===== config.mk =====
export PLATFORM = sky130hd
export DESIGN_NAME = sfl_window_engine
export DESIGN_NICKNAME = d
export VERILOG_FILES = /design/src/rtl/sfl_pkg.sv /design/src/rtl/sfl_shifter.sv /design/src/rtl/sfl_sequencer.sv /design/src/rtl/sfl_window_engine.sv
export SDC_FILE = /design/constraint.sdc
export NUM_CORES = 1
export LEC_CHECK = 0
export ABC_AREA = 1
export ABC_CLOCK_PERIOD_IN_PS = 2300
export CORE_ASPECT_RATIO = 0.75
export CORE_MARGIN = 2
export CORE_UTILIZATION = 60
export DETAILED_ROUTE_END_ITERATION = 7
export DONT_BUFFER_PORTS = 1
export GPL_TIMING_DRIVEN = 0
export PLACE_DENSITY = 0.76
export SLEW_MARGIN = 0
export SYNTH_ARGS = -nofsm -noshare
export SYNTH_HDL_FRONTEND = slang
export SYNTH_SLANG_ARGS = --single-unit

===== constraint.sdc =====
create_clock -name clk -period 2.3 [get_ports clk]
set_clock_uncertainty 0.1 [all_clocks]
set_input_delay 0.46 -clock clk [delete_from_list [all_inputs] [get_ports clk]]
set_output_delay 0.46 -clock clk [all_outputs]
set_load 0.02 [all_outputs]

===== src/rtl/sfl_pkg.sv =====
package sfl_pkg;

  typedef enum logic [1:0] {
    MD_NORMAL = 2'd0,
    MD_CMDRD  = 2'd1,
    MD_CMDWR  = 2'd2,
    MD_USER   = 2'd3
  } mode_e;

  typedef enum logic [1:0] {
    LN_X1 = 2'd0,
    LN_X2 = 2'd1,
    LN_X4 = 2'd2
  } lanes_e;

  localparam logic [31:0] CFG_RESET   = 32'h0000_0004;
  localparam int          CFG_STOP    = 2;
  localparam int          CFG_DMY_HI  = 14;
  localparam int          CFG_OP_LSB  = 16;
  localparam int          CFG_W_DUAL  = 29;
  localparam int          CFG_W_QUAD  = 30;
  localparam logic [7:0]  SLOW_READ_OP = 8'h03;

  function automatic lanes_e decode_lanes(input logic quad, input logic dual);
    if (quad)      return LN_X4;
    else if (dual) return LN_X2;
    else           return LN_X1;
  endfunction

endpackage


===== src/rtl/sfl_shifter.sv =====
module sfl_shifter
  import sfl_pkg::*;
(
  input  logic       clk,
  input  logic       rst_n,
  input  logic       tick,
  input  logic       start,
  input  logic [7:0] tx_byte,
  input  logic       drive,
  input  lanes_e     lanes,
  input  logic [3:0] io_in,
  output logic       busy,
  output logic       done,
  output logic [7:0] rx_byte,
  output logic       sck,
  output logic [3:0] io_out,
  output logic [3:0] io_oe
);

  logic       act_q, act_d;
  logic       sck_q, sck_d;
  logic       drv_q, drv_d;
  logic       done_q, done_d;
  logic [7:0] sh_q, sh_d;
  logic [7:0] rx_q, rx_d;
  logic [2:0] left_q, left_d;
  lanes_e     lw_q, lw_d;

  always_comb begin
    act_d  = act_q;
    sck_d  = sck_q;
    drv_d  = drv_q;
    sh_d   = sh_q;
    rx_d   = rx_q;
    left_d = left_q;
    lw_d   = lw_q;
    done_d = 1'b0;
    if (start) begin
      act_d = 1'b1;
      sck_d = 1'b0;
      drv_d = drive;
      sh_d  = tx_byte;
      rx_d  = 8'h00;
      lw_d  = lanes;
      case (lanes)
        LN_X1:   left_d = 3'd7;
        LN_X2:   left_d = 3'd3;
        default: left_d = 3'd1;
      endcase
    end else if (act_q && tick) begin
      if (!sck_q) begin
        sck_d = 1'b1;
        case (lw_q)
          LN_X1:   rx_d = {rx_q[6:0], io_in[1]};
          LN_X2:   rx_d = {rx_q[5:0], io_in[1:0]};
          default: rx_d = {rx_q[3:0], io_in};
        endcase
      end else begin
        sck_d = 1'b0;
        if (left_q == 3'd0) begin
          act_d  = 1'b0;
          done_d = 1'b1;
        end else begin
          left_d = left_q - 3'd1;
          case (lw_q)
            LN_X1:   sh_d = {sh_q[6:0], 1'b0};
            LN_X2:   sh_d = {sh_q[5:0], 2'b00};
            default: sh_d = {sh_q[3:0], 4'h0};
          endcase
        end
      end
    end
  end

  always_ff @(posedge clk or negedge rst_n) begin
    if (!rst_n) begin
      act_q  <= 1'b0;
      sck_q  <= 1'b0;
      drv_q  <= 1'b0;
      done_q <= 1'b0;
      sh_q   <= 8'h00;
      rx_q   <= 8'h00;
      left_q <= 3'd0;
      lw_q   <= LN_X1;
    end else begin
      act_q  <= act_d;
      sck_q  <= sck_d;
      drv_q  <= drv_d;
      done_q <= done_d;
      sh_q   <= sh_d;
      rx_q   <= rx_d;
      left_q <= left_d;
      lw_q   <= lw_d;
    end
  end

  always_comb begin
    io_oe  = 4'b0000;
    io_out = 4'b0000;
    case (lw_q)
      LN_X1: begin
        io_out = {3'b000, sh_q[7]};
        if (act_q && drv_q) io_oe = 4'b0001;
      end
      LN_X2: begin
        io_out = {2'b00, sh_q[7:6]};
        if (act_q && drv_q) io_oe = 4'b0011;
      end
      default: begin
        io_out = sh_q[7:4];
        if (act_q && drv_q) io_oe = 4'b1111;
      end
    endcase
  end

  assign busy    = act_q;
  assign done    = done_q;
  assign rx_byte = rx_q;
  assign sck     = sck_q;

  // the serial clock only moves on divider pulses
  assert_sck_on_tick_R7: assert property (@(posedge clk) disable iff (!rst_n)
    !tick |=> $stable(sck_q));

  // the sequencer never restarts a byte still in flight
  assert_start_when_idle_R8: assert property (@(posedge clk) disable iff (!rst_n)
    start |-> !act_q);

endmodule


===== src/rtl/sfl_sequencer.sv =====
module sfl_sequencer
  import sfl_pkg::*;
#(
  parameter int AW = 26
) (
  input  logic          clk,
  input  logic          rst_n,
  input  mode_e         mode,
  input  logic [7:0]    opcode,
  input  logic [2:0]    dummy_n,
  input  lanes_e        data_lanes,
  input  logic          addr_wide,
  input  logic          req,
  input  logic          we,
  input  logic          word,
  input  logic [AW-1:0] addr,
  input  logic [31:0]   wdata,
  output logic [31:0]   rdata,
  output logic          ready,
  output logic          seq_cs_n,
  output logic          sh_start,
  output logic [7:0]    sh_tx,
  output logic          sh_drive,
  output lanes_e        sh_lanes,
  input  logic          sh_done,
  input  logic [7:0]    sh_rx
);

  typedef enum logic [1:0] {ST_IDLE, ST_LOAD, ST_WAIT, ST_ACK} state_e;
  typedef enum logic [1:0] {PH_OP, PH_ADDR, PH_DUMMY, PH_DATA} phase_e;

  localparam logic [2:0] NB_WORD = 3'd4;
  localparam logic [2:0] NB_BYTE = 3'd1;

  state_e      st_q, st_d;
  phase_e      ph_q, ph_d;
  logic [2:0]  cnt_q, cnt_d;
  logic [2:0]  nb_q, nb_d;
  logic [2:0]  dmy_q, dmy_d;
  logic [7:0]  op_q, op_d;
  lanes_e      ln_q, ln_d;
  logic        rd_q, rd_d;
  logic        aw_q, aw_d;
  logic        cs_q, cs_d;
  logic [31:0] sh_q, sh_d;
  logic [31:0] acc_q, acc_d;
  logic [31:0] addr32;

  assign addr32 = 32'(addr);

  always_comb begin
    st_d  = st_q;
    ph_d  = ph_q;
    cnt_d = cnt_q;
    nb_d  = nb_q;
    dmy_d = dmy_q;
    op_d  = op_q;
    ln_d  = ln_q;
    rd_d  = rd_q;
    aw_d  = aw_q;
    cs_d  = cs_q;
    sh_d  = sh_q;
    acc_d = acc_q;
    case (st_q)
      ST_IDLE: begin
        if (req) begin
          acc_d = 32'h0;
          nb_d  = word ? NB_WORD : NB_BYTE;
          if (mode == MD_USER) begin
            ph_d  = PH_DATA;
            cnt_d = word ? NB_WORD : NB_BYTE;
            rd_d  = !we;
            ln_d  = data_lanes;
            sh_d  = word ? wdata : {wdata[7:0], 24'h0};
            st_d  = ST_LOAD;
          end else if (!we && (mode == MD_NORMAL || mode == MD_CMDRD)) begin
            cs_d  = 1'b0;
            ph_d  = PH_OP;
            cnt_d = 3'd1;
            rd_d  = 1'b1;
            aw_d  = addr_wide;
            op_d  = (mode == MD_NORMAL) ? SLOW_READ_OP : opcode;
            dmy_d = (mode == MD_NORMAL) ? 3'd0 : dummy_n;
            ln_d  = (mode == MD_NORMAL) ? LN_X1 : data_lanes;
            sh_d  = addr_wide ? addr32 : {addr32[23:0], 8'h00};
            st_d  = ST_LOAD;
          end else begin
            st_d = ST_ACK;
          end
        end
      end
      ST_LOAD: st_d = ST_WAIT;
      ST_WAIT: begin
        if (sh_done) begin
          if (ph_q == PH_DATA && rd_q) acc_d = {acc_q[23:0], sh_rx};
          if (ph_q == PH_ADDR || (ph_q == PH_DATA && !rd_q)) sh_d = {sh_q[23:0], 8'h00};
          st_d = ST_LOAD;
          if (cnt_q == 3'd1) begin
            case (ph_q)
              PH_OP: begin
                ph_d  = PH_ADDR;
                cnt_d = aw_q ? 3'd4 : 3'd3;
              end
              PH_ADDR: begin
                if (dmy_q != 3'd0) begin
                  ph_d  = PH_DUMMY;
                  cnt_d = dmy_q;
                end else begin
                  ph_d  = PH_DATA;
                  cnt_d = nb_q;
                end
              end
              PH_DUMMY: begin
                ph_d  = PH_DATA;
                cnt_d = nb_q;
              end
              default: begin
                cs_d = 1'b1;
                st_d = ST_ACK;
              end
            endcase
          end else begin
            cnt_d = cnt_q - 3'd1;
          end
        end
      end
      default: st_d = ST_IDLE;
    endcase
  end

  always_ff @(posedge clk or negedge rst_n) begin
    if (!rst_n) begin
      st_q  <= ST_IDLE;
      ph_q  <= PH_OP;
      cnt_q <= 3'd0;
      nb_q  <= 3'd0;
      dmy_q <= 3'd0;
      op_q  <= 8'h00;
      ln_q  <= LN_X1;
      rd_q  <= 1'b0;
      aw_q  <= 1'b0;
      cs_q  <= 1'b1;
      sh_q  <= 32'h0;
      acc_q <= 32'h0;
    end else begin
      st_q  <= st_d;
      ph_q  <= ph_d;
      cnt_q <= cnt_d;
      nb_q  <= nb_d;
      dmy_q <= dmy_d;
      op_q  <= op_d;
      ln_q  <= ln_d;
      rd_q  <= rd_d;
      aw_q  <= aw_d;
      cs_q  <= cs_d;
      sh_q  <= sh_d;
      acc_q <= acc_d;
    end
  end

  always_comb begin
    case (ph_q)
      PH_OP:    sh_tx = op_q;
      PH_DUMMY: sh_tx = 8'h00;
      default:  sh_tx = sh_q[31:24];
    endcase
  end

  assign sh_start = (st_q == ST_LOAD);
  assign sh_drive = !(ph_q == PH_DATA && rd_q);
  assign sh_lanes = (ph_q == PH_DATA) ? ln_q : LN_X1;
  assign ready    = (st_q == ST_ACK);
  assign rdata    = acc_q;
  assign seq_cs_n = cs_q;

  // completion is a single-cycle pulse
  assert_ready_pulse_R13: assert property (@(posedge clk) disable iff (!rst_n)
    ready |=> !ready);

endmodule


===== src/rtl/sfl_window_engine.sv =====
module sfl_window_engine
  import sfl_pkg::*;
#(
  parameter int AW = 26
) (
  input  logic          clk,
  input  logic          rst_n,
  input  logic          cfg_wr_en,
  input  logic [31:0]   cfg_wdata,
  output logic [31:0]   cfg_rdata,
  input  logic          addr_wide,
  input  logic          sck_tick,
  input  logic          win_req,
  input  logic          win_we,
  input  logic          win_word,
  input  logic [AW-1:0] win_addr,
  input  logic [31:0]   win_wdata,
  output logic [31:0]   win_rdata,
  output logic          win_ready,
  output logic          spi_cs_n,
  output logic          spi_sck,
  output logic [3:0]    spi_io_out,
  output logic [3:0]    spi_io_oe,
  input  logic [3:0]    spi_io_in
);

  logic [31:0] cfg_q, cfg_d;
  mode_e       cur_mode;
  lanes_e      cur_lanes;
  logic [2:0]  cur_dummy;
  logic [7:0]  cur_op;

  logic        sh_start, sh_drive, sh_busy, sh_done;
  logic [7:0]  sh_tx, sh_rx;
  lanes_e      sh_lanes;
  logic        seq_cs_n;

  always_comb begin
    cfg_d = cfg_q;
    if (cfg_wr_en) cfg_d = cfg_wdata;
  end

  always_ff @(posedge clk or negedge rst_n) begin
    if (!rst_n) cfg_q <= CFG_RESET;
    else        cfg_q <= cfg_d;
  end

  assign cur_mode  = mode_e'(cfg_q[1:0]);
  assign cur_dummy = {cfg_q[CFG_DMY_HI], cfg_q[7:6]};
  assign cur_op    = cfg_q[CFG_OP_LSB +: 8];
  assign cur_lanes = decode_lanes(cfg_q[CFG_W_QUAD], cfg_q[CFG_W_DUAL]);
  assign cfg_rdata = cfg_q;

  sfl_sequencer #(.AW(AW)) u_seq (
    .clk        (clk),
    .rst_n      (rst_n),
    .mode       (cur_mode),
    .opcode     (cur_op),
    .dummy_n    (cur_dummy),
    .data_lanes (cur_lanes),
    .addr_wide  (addr_wide),
    .req        (win_req),
    .we         (win_we),
    .word       (win_word),
    .addr       (win_addr),
    .wdata      (win_wdata),
    .rdata      (win_rdata),
    .ready      (win_ready),
    .seq_cs_n   (seq_cs_n),
    .sh_start   (sh_start),
    .sh_tx      (sh_tx),
    .sh_drive   (sh_drive),
    .sh_lanes   (sh_lanes),
    .sh_done    (sh_done),
    .sh_rx      (sh_rx)
  );

  sfl_shifter u_shift (
    .clk     (clk),
    .rst_n   (rst_n),
    .tick    (sck_tick),
    .start   (sh_start),
    .tx_byte (sh_tx),
    .drive   (sh_drive),
    .lanes   (sh_lanes),
    .io_in   (spi_io_in),
    .busy    (sh_busy),
    .done    (sh_done),
    .rx_byte (sh_rx),
    .sck     (spi_sck),
    .io_out  (spi_io_out),
    .io_oe   (spi_io_oe)
  );

  assign spi_cs_n = (cur_mode == MD_USER) ? cfg_q[CFG_STOP] : seq_cs_n;

  // enables only take the one, two or four lane shapes
  assert_oe_shape_R11: assert property (@(posedge clk) disable iff (!rst_n)
    (spi_io_oe == 4'b0000) || (spi_io_oe == 4'b0001) ||
    (spi_io_oe == 4'b0011) || (spi_io_oe == 4'b1111));

  // outside user mode no clock pulse while chip select is released
  assert_quiet_when_deselected_R8: assert property (@(posedge clk) disable iff (!rst_n)
    (cur_mode != MD_USER && spi_cs_n) |-> !spi_sck);

  // data held while the clock is high
  assert_hold_while_high_R7: assert property (@(posedge clk) disable iff (!rst_n)
    (spi_sck && $past(spi_sck) && sh_busy) |-> $stable(spi_io_out));

endmodule


=== Yosys cells after proc, flatten, opt, wreduce, memory -nomap -nowiden ===
Cells that the tools add are included.

* Output and inout port bits: 75
* Logic and storage cells: 169
* Register bits after elaboration: 147

* Equal/unequal tests: 24
* Reductions and logical operators: 35
* Add/subtract/negate cells: 2
* Bitwise gates (word level): 1
* Multiplexer cells: 86

{| class="wikitable"
|+ Operators with widths
! operator !! count
|-
| $mux 32 || 10
|-
| $pmux 32 s2 || 2
|-
| $mux 8 || 8
|-
| $pmux 8 s2 || 3
|-
| $mux 3 || 13
|-
| $mux 2 || 17
|-
| $mux 1 || 23
|-
| $pmux 4 s2 || 2
|-
| $pmux 2 s3 || 2
|-
| $pmux 3 s2 || 2
|-
| $eq 2x1->1 const B || 5
|-
| $eq 2x2->1 const B || 5
|-
| $logic_not 2->1 || 5
|-
| $ne 2x1->1 const B || 5
|-
| $ne 2x2->1 const B || 5
|-
| $reduce_and 5->1 || 2
|-
| $reduce_bool 2->1 || 5
|-
| $pmux 3 s3 || 1
|-
| $reduce_and 3->1 || 3
|-
| $reduce_and 4->1 || 2
|-
| $reduce_and 7->1 || 1
|-
| $reduce_and 2->1 || 3
|-
| $reduce_and 6->1 || 1
|-
| $sub 3x1->3 const B || 2
|-
| other kinds (14) || 21
|}

=== Longest topological paths before layout ===
Gate-level depths: netlist of the first run.

* Depth after elaboration: 7
* Mapped depth: 12

=== Modules after synthesis ===
A second synthesis of the first run with hierarchy kept.

* Cell total of the unflattened synthesis: 962
* Area total of the unflattened synthesis: 7,706.1 µm²

{| class="wikitable"
|+ By module, submodules not included
! module !! seq. area each (µm²) !! area an instance (µm²) !! cells an instance !! times used
|-
| sfl_sequencer || 2,228.4 || 4,804.6 || 624 || 1
|-
| sfl_shifter || 625.6 || 1,458.9 || 197 || 1
|-
| sfl_window_engine || 802.0 || 1,442.6 || 141 || 1
|}

=== Worst setup path after synthesis of the first run ===
OpenSTA, ideal clock, no wires.

* Path type: reg-to-output
* Start point: register u_shift.lw_q[1]
* End point: output spi_io_out[0]
* Data arrival time: 1.299 ns
* Required time: 1.740 ns
* Cell stages (with the launch flop): 5
* Buffers on the path: 1
* Slack: 0.441 ns
* Cells stage by stage: dfrtp_1 -> inv_1 -> nand2_1 -> clkbuf_1 -> o21ai_0

* Longest elaborated chain between the ends: 2

{| class="wikitable"
|+ Ends and longest elaborated chain
! item !! line !! RTL
|-
| start: declaration || sfl_shifter.sv:27 || <nowiki>lanes_e lw_q, lw_d;</nowiki>
|-
| start signal: assignment || sfl_shifter.sv:93 || <nowiki>lw_q <= lw_d;</nowiki>
|-
| $eq 2x1->1 / $logic_not 2->1 (equally long branches) || sfl_shifter.sv:100 || <nowiki>case (lw_q)</nowiki>
|-
| $pmux 4 s2 * || sfl_shifter.sv:100 ||
|-
| end: declaration || sfl_window_engine.sv:22 || <nowiki>output logic [3:0] spi_io_out,</nowiki>
|}

Mark *: on every way between the ends. The rest lies on a longest branch, timed or not.

=== Final worst setup path of the first run ===
* Start point: register u_seq.ph_q[1]
* End point: register u_shift.sh_q[7]

* Longest elaborated chain between the ends: 3

{| class="wikitable"
|+ Ends and longest elaborated chain
! item !! line !! RTL
|-
| start: declaration || sfl_sequencer.sv:36 || <nowiki>phase_e ph_q, ph_d;</nowiki>
|-
| start signal: assignment || sfl_sequencer.sv:147 || <nowiki>ph_q <= ph_d;</nowiki>
|-
| $eq 2x2->1 / $logic_not 2->1 (equally long branches) || sfl_sequencer.sv:162 || <nowiki>case (ph_q)</nowiki>
|-
| $pmux 8 s2 * || sfl_sequencer.sv:162 ||
|-
| $mux 8 * || sfl_shifter.sv:38 || <nowiki>if (start) begin</nowiki>
|-
| end signal: assignment || sfl_shifter.sv:81 || <nowiki>sh_q <= 8'h00;</nowiki>
|-
| end signal: assignment || sfl_shifter.sv:90 || <nowiki>sh_q <= sh_d;</nowiki>
|-
| end: declaration || sfl_shifter.sv:24 || <nowiki>logic [7:0] sh_q, sh_d;</nowiki>
|}

Marks and branches as above.
A chain may end at the register's enable or synchronous reset.

==> flow_metrics.tcl, run 1 <==
set metrics [dict create \
    status "finished, violations left" \
    violations "hold timing" \
    path_clk_slew_ns 0.07 \
    via_per_inst 5.97 \
    wire_per_inst_um 17.8 \
    routed_wl_mm 18.5 \
    vdd_drop_max_mv 0.672 \
    synth-seq-area-share 0.507 \
    first_pass_iters 5 \
    worstPathRequired_ns 2.46 \
    coreArea_mm2 0.0117 \
    ant_nets 0 \
    crit_type "reg2reg" \
    yosys-top-cells-area "dfrtp_1, nand2_1, o21ai_0" \
    async_reset_ff_frac 1.00 \
    critPathCaptureType "flop" \
    drc 0 \
    rows 34 \
    worst_skew_pair.late_latency_ns 0.42 \
    rsz0062_at_grt "false" \
    max_cap_violations 0 \
    start_kind "flop" \
    netlist_instances 844 \
    grt_max_degree 147 \
    p_leak_uw 0.00387 \
    num_antenna_cells 0 \
    rrSetupSlack_ns 0.07 \
    finalPower_uw 10900 \
    fin_util 0.686 \
    dieArea_mm2 0.0129 \
    synth_nets 955 \
    clk_path_buf_depth 2 \
    fin_setup_tns_ns 0 \
    cts-buffers-inserted 17 \
    cts_tree "yes" \
    cts.sinks 146 \
    start_util 0.618 \
    die_y_um 98.9 \
    drive_gt1_frac 0.128 \
    ys_types 40 \
    die_w_um 131 \
    grt_pass1_vias 5928 \
    crit_arrival_ns 2.40 \
    setup_ws_ns 0.0668 \
    io_buffers 0 \
    first_iter_violations 547 \
    area_delta_synth_final_pct 11.0 \
    synth_top_area_cell "dfrtp_1" \
    avgSynthCellArea_um2 8.54 \
    placed_area_mm2 0.00741 \
    synth_edf_count 0 \
    place_congestion 0.967 \
    min_period_over_period 0.971 \
    yosys_warnings 0 \
    min_period_ns 2.23 \
    r2r_end "u_shift.sh_q[7]" \
    ys.flop_type "dfrtp_1" \
    drv_slew 0 \
    holdWs_ns -0.373 \
    vias 6196 \
    reg2reg_depth 6 \
    relSlewSlack 0.577 \
    min_path_type "in2async" \
    r2r-start "u_seq.ph_q[1]" \
    crit_fanout 10 \
    worstMarginPinSlew_ns 0.635 \
    gr-total-overflow 0 \
    max_clock_freq_mhz 448 \
    place_ws_ns 0.102 \
    cts-root-buf "clkbuf_16" \
    ios 177 \
    synthDominantCellAreaShare 0.500 \
    finalHoldViolCount 146 \
    power.density_mw_per_mm2 1360 \
    design_area_mm2 0.00800 \
    synth-seq-cells 146 \
    antenna_found_initial 0 \
    layout.nets 973 \
    cts-htree-levels 4 \
    setup_viol 0 \
    netlist_area_mm2 0.00721 \
    grt_pass1_wl_mm 30.1 \
    grt_use_total 0.298 \
    hpwl_mm 13.5 \
]
synth_stat cells (2+ instances only):
| master | number |
|---|---|
| a211oi_1 | 3 |
| a21oi_1 | 23 |
| a22oi_1 | 13 |
| buf_2 | 15 |
| buf_4 | 3 |
| buf_6 | 4 |
| clkbuf_1 | 24 |
| dfrtp_1 | 144 |
| dfstp_2 | 2 |
| ha_1 | 9 |
| inv_1 | 87 |
| inv_2 | 7 |
| mux2_2 | 24 |
| nand2_1 | 197 |
| nand2_2 | 4 |
| nand3_1 | 46 |
| nor2_1 | 36 |
| nor2_4 | 2 |
| nor3_1 | 2 |
| o211ai_1 | 4 |
| o21ai_0 | 89 |
| o21ai_1 | 33 |
| o221ai_1 | 17 |
| o22ai_1 | 27 |
| o31ai_1 | 7 |
| or2_2 | 8 |
state kept, by name, indices dropped and copies added (netlist names), 2 cells and up:
register and count:
u_seq.dmy_q 3, u_seq.nb_q 2, u_shift.rx_byte 8, cfg_rdata 32, u_seq.op_q 8, u_seq.st_q 2, u_seq.rdata 32, u_seq.cnt_q 3
u_shift.sh_q 8, u_shift.lw_q 2, u_seq.ph_q 2, u_shift.left_q 3, u_seq.ln_q 2, u_seq.sh_q 32
placed cells by master (no fill, tap or decap), drive strengths merged, types with 2 or more instances in the layout:
cell type and count:
o22ai 27, a21oi 23, nand3 48, nand2 201
or2 8, o211ai 4, o31ai 7, dfstp 2
nor3 2, ha 9, dfrtp 144, clkinvlp 3
inv 102, o21ai 123, a211oi 4, clkinv 3
o221ai 17, nor2 39, clkbuf 41, buf 23
a22oi 13, mux2 24
final cells by class:
cell class	instances	area (µm²)
clock inverter	14	120
buffer	46	234
tap	162	203
multi-input combinational	557	2990
inverter	94	353
sequential	146	3660
clock buffer	18	439
fill	945	3660
per-layer routing:
metal	vias to the layer above	routed length [µm]	GRT usage
met5	-	0	0
met2	291	8370	0.442
met1	3009	8130	0.439
met4	0	229	0.0835
met3	21	1750	0.0755
li1	2875	-	-
how the worst max path moves through the flow:
stage | startpoint | to
finish | u_seq.ph_q[1] | u_shift.sh_q[7]
CTS | u_shift.lw_q[1] | spi_io_out[1]
global placement | u_seq.ph_q[0] | u_seq.cnt_q[1]
floorplan | u_shift.lw_q[1] | spi_io_out[0]
detailed placement | u_seq.ph_q[0] | u_seq.cnt_q[1]
global route | u_shift.lw_q[1] | spi_io_oe[3]
timing repair:
item                                   in CTS  in global routing
pin swaps                                   0                  0
resized for setup                           2                  9
endpoints found under the hold margin     146                146
buffers inserted                            0                  0
setup endpoints to repair                   3                 13
logic make-up (layout without fill, tap and decap cells):
family / after synthesis / after routing / synth area share
buffers and inverters: 141 / 172 / 0.0818
flip-flops: 146 / 146 / 0.507
AND/OR/NAND/NOR: 299 / 299 / 0.174
AO/OA/AOI/OAI: 224 / 224 / 0.183
multiplexers: 24 / 24 / 0.0375
adder cells (fa/ha/maj): 9 / 9 / 0.0156
XOR/XNOR: 1 / 1 / 0.00122
stage by stage:
step | cells | hold WS, ns
finish | 1037 | -0.373
global route | 1037 | -0.394
CTS | 1038 | -0.382
detailed placement | 1006 | 0.0662
global placement | 1006 | 0.0668
floorplan | 844 | 0.0644
report_power, final:
part,switching [µW],internal (µW),leakage (µW),total [µW]
logic,2580,1330,0.00175,3910
registers,929,3430,0.00185,4360
clock network,1190,1440,0.000269,2630
worst max-delay path: stages, from the launching register on:
cell,delay [ns]
dfrtp_1,0.42
inv_1,0.12
ha_1,0.15
clkbuf_1,0.45
nor2_4,0.15
a221oi_1,0.52
o22ai_1,0.17
Power figures use the tool's default switching activity.
==> run 2, diff against run 1 <==
Settings changed: CORE_UTILIZATION 60 to 66, CTS_BUF_LIST set to sky130_fd_sc_hd__clkbuf_4, PLACE_DENSITY 0.76 to 0.82, SYNTH_HIERARCHICAL set to 1.
==> run 2 against run 1 <==
Against the previous run:
- the flow still finishes with violations (hold timing)
- global-route usage increased by 2.0 points
- non-clock buffer count increased by 47
- synthesized area increased by 6.9%
- sequential power decreased by 7.3%
- utilization increased by 6.3 points
- synthesized cell count increased by 14%
- wire length increased by 6.2%
- critical path type is now reg2out
- final cell count increased by 14%
- highest routed layer unchanged
==> flow_metrics.tcl, run 2 <==
set metrics [dict create \
    status "finished, violations left" \
    violations "hold timing" \
    path_clk_slew_ns 0.15 \
    gr-total-overflow 0 \
    grt_pass1_vias 6368 \
    p_leak_uw 0.00411 \
    first_pass_iters 5 \
    grt_use_total 0.318 \
    synthSimpleGateAreaFrac 0.205 \
    synth_nets 1072 \
    cts-htree-levels 4 \
    cts_tree "yes" \
    async_reset_ff_frac 1.00 \
    place_ws_ns 0.00423 \
    avgSynthCellArea_um2 8.01 \
    finalNonFillerCells 1180 \
    die_y_um 97.6 \
    max_cap_violations 0 \
    yosys_warnings 6 \
    layout_commonest_cell "nand2_1" \
    synth_edf_count 0 \
    synthMuxAreaShare 0 \
    antenna_found_initial 0 \
    synth-adder-area-share 0.0130 \
    hpwl_mm 13.4 \
    cp_top_family "buffers and inverters" \
    cts-root-buf "clkbuf_4" \
    synth_compound_area_frac 0.181 \
    coreArea_mm2 0.0115 \
    mostFrequentLayoutCells "nand2_1, inv_1, dfrtp_1" \
    power.density_mw_per_mm2 1170 \
    ant_nets 0 \
    crit_top_cell "buf_4" \
    place_congestion 0.906 \
    rsz0062_at_grt "false" \
    io_buffers 0 \
    crit_fanout 10 \
    max_stage_delay_ns 0.42 \
    num_antenna_cells 0 \
    crit_chain "buf_4 -> inv_2 -> nor2_4 -> buf_4" \
    min_path_type "in2async" \
    finalPower_uw 10100 \
    synth_top_area_cell "dfrtp_1" \
    crit_type "reg2out" \
    netlist_instances 962 \
    critPathCaptureType "primary output" \
    min_period_over_period 0.951 \
    holdWs_ns -0.515 \
    wire_per_inst_um 16.6 \
    yosys-top-cells-area "dfrtp_1, nand2_1, o21ai_0" \
    ios 177 \
    fin_util 0.749 \
    synth-seq-cells 146 \
    cts.sinks 146 \
    area_delta_synth_final_pct 11.6 \
    drive_gt1_frac 0.131 \
    ys.flop_type "dfrtp_1" \
    synthDominantCellAreaShare 0.468 \
    synth-seq-area-share 0.474 \
    setup_ws_ns 0.114 \
    drv_slew 0 \
    ys_types 43 \
    clk_path_buf_depth 2 \
    vias 6844 \
    start_util 0.671 \
    via_per_inst 5.80 \
    dieArea_mm2 0.0126 \
    crit_arrival_ns 1.63 \
    min_period_ns 2.19 \
    grt_pass1_wl_mm 31.6 \
    die_w_um 129 \
    layout.nets 1133 \
    synth_top_family_by_area "simple AND/OR/NAND/NOR gates" \
    relSlewSlack 0.579 \
    fin_setup_tns_ns 0 \
    setup_viol 0 \
    routed_wl_mm 19.6 \
    drc 0 \
    vdd_drop_max_mv 0.688 \
    start_kind "flop" \
    synth.most_common_cell "nand2_1" \
    rows 34 \
    worstPathRequired_ns 1.74 \
    cpMaxStageDelayCell "dfrtp_1" \
    netlist_area_mm2 0.00771 \
    synth_xor_area_frac 0 \
    cts-buffers-inserted 17 \
    finalHoldViolCount 146 \
    worst_skew_pair.late_latency_ns 0.54 \
    hold_buffers 37 \
    worstMarginPinSlew_ns 0.628 \
    synthTopCellsByCount "nand2_1, inv_1, dfrtp_1" \
    max_clock_freq_mhz 457 \
    grt_max_degree 147 \
    cp_num_buf_inv 3 \
    first_iter_violations 673 \
    dp_cells 1106 \
]
-- run 2: metrics by stage --
stage	hold WS, ns	cell area, µm²
2_1_floorplan	0.0644	7710
3_3_place_gp	0.0668	7890
3_5_place_dp	0.0660	7890
4_1_cts	-0.558	8560
5_1_grt	-0.591	8600
6_report	-0.515	8600
-- run 2: cells by family (layout without fill, tap and decap cells) --
family	Yosys count	count (layout)
AO/OA/AOI/OAI	233	233
AND/OR/NAND/NOR	356	356
flip-flops	146	146
adder cells (fa/ha/maj)	8	8
buffers and inverters	219	293
-- run 2: layout make-up --
type                    count  area, µm²
repair buffers             42        408
flip-flops and latches    146       3660
clock inverters            14        143
clock buffers              18        135
plain buffers              51        349
fillers                   866       2880
multi-input cells         597       3100
inverters                 168        631
well taps                 144        180
-- run 2: where the power goes --
group          internal [µW]  switching, µW
clock                    497           1050
sequential              3350            696
combinational           1490           3020
total                   5330           4770
-- run 2: final timing paths --
kind	endpoint	slack, ns	start	cells after the start
worst max-delay path	spi_io_oe[3]	0.11	u_shift/lw_q[1]	4
worst min-delay path	u_seq/rdata[13]	-0.52	rst_n	0
worst max register to register	u_seq/sh_q[26]	0.14	cfg_rdata[1]	7
worst min register to register	u_shift/left_q[0]	0.39	u_shift/left_q[0]	2
max in group asynchronous	cfg_rdata[2]	2.27	rst_n	0
min in group clk	cfg_rdata[28]	0.06	cfg_wr_en	2
-- run 2: repair_timing --
action,4_1_cts,5_1_grt
hold endpoints to repair,183,146
setup endpoints to repair,4,18
resized for setup,5,6
pin swaps,1,1
setup buffers,1,4
-- run 2: worst register-to-register path: cells and delay by family, from the launching register on --
family	cells	cell delay, ns
AOI/OAI and AO/OA	3	0.46
buffers and inverters	1	0.25
DFF	1	0.52
and+or+nand+nor	3	0.74
-- run 2: routing by layer --
metal,share of wire,up-vias,wire length (µm),track usage
met5,0,-,0,0
met4,0.015,0,297,0.0870
met3,0.093,30,1820,0.0870
met2,0.45,367,8790,0.469
met1,0.44,3197,8710,0.467
li1,-,3250,-,-
==> run 3, diff against run 2 <==
Settings changed: CTS_CLUSTER_SIZE set to 20.
==> results of run 3 <==
Same layout as run 2: the final DEF is identical, and so are final timing and power.
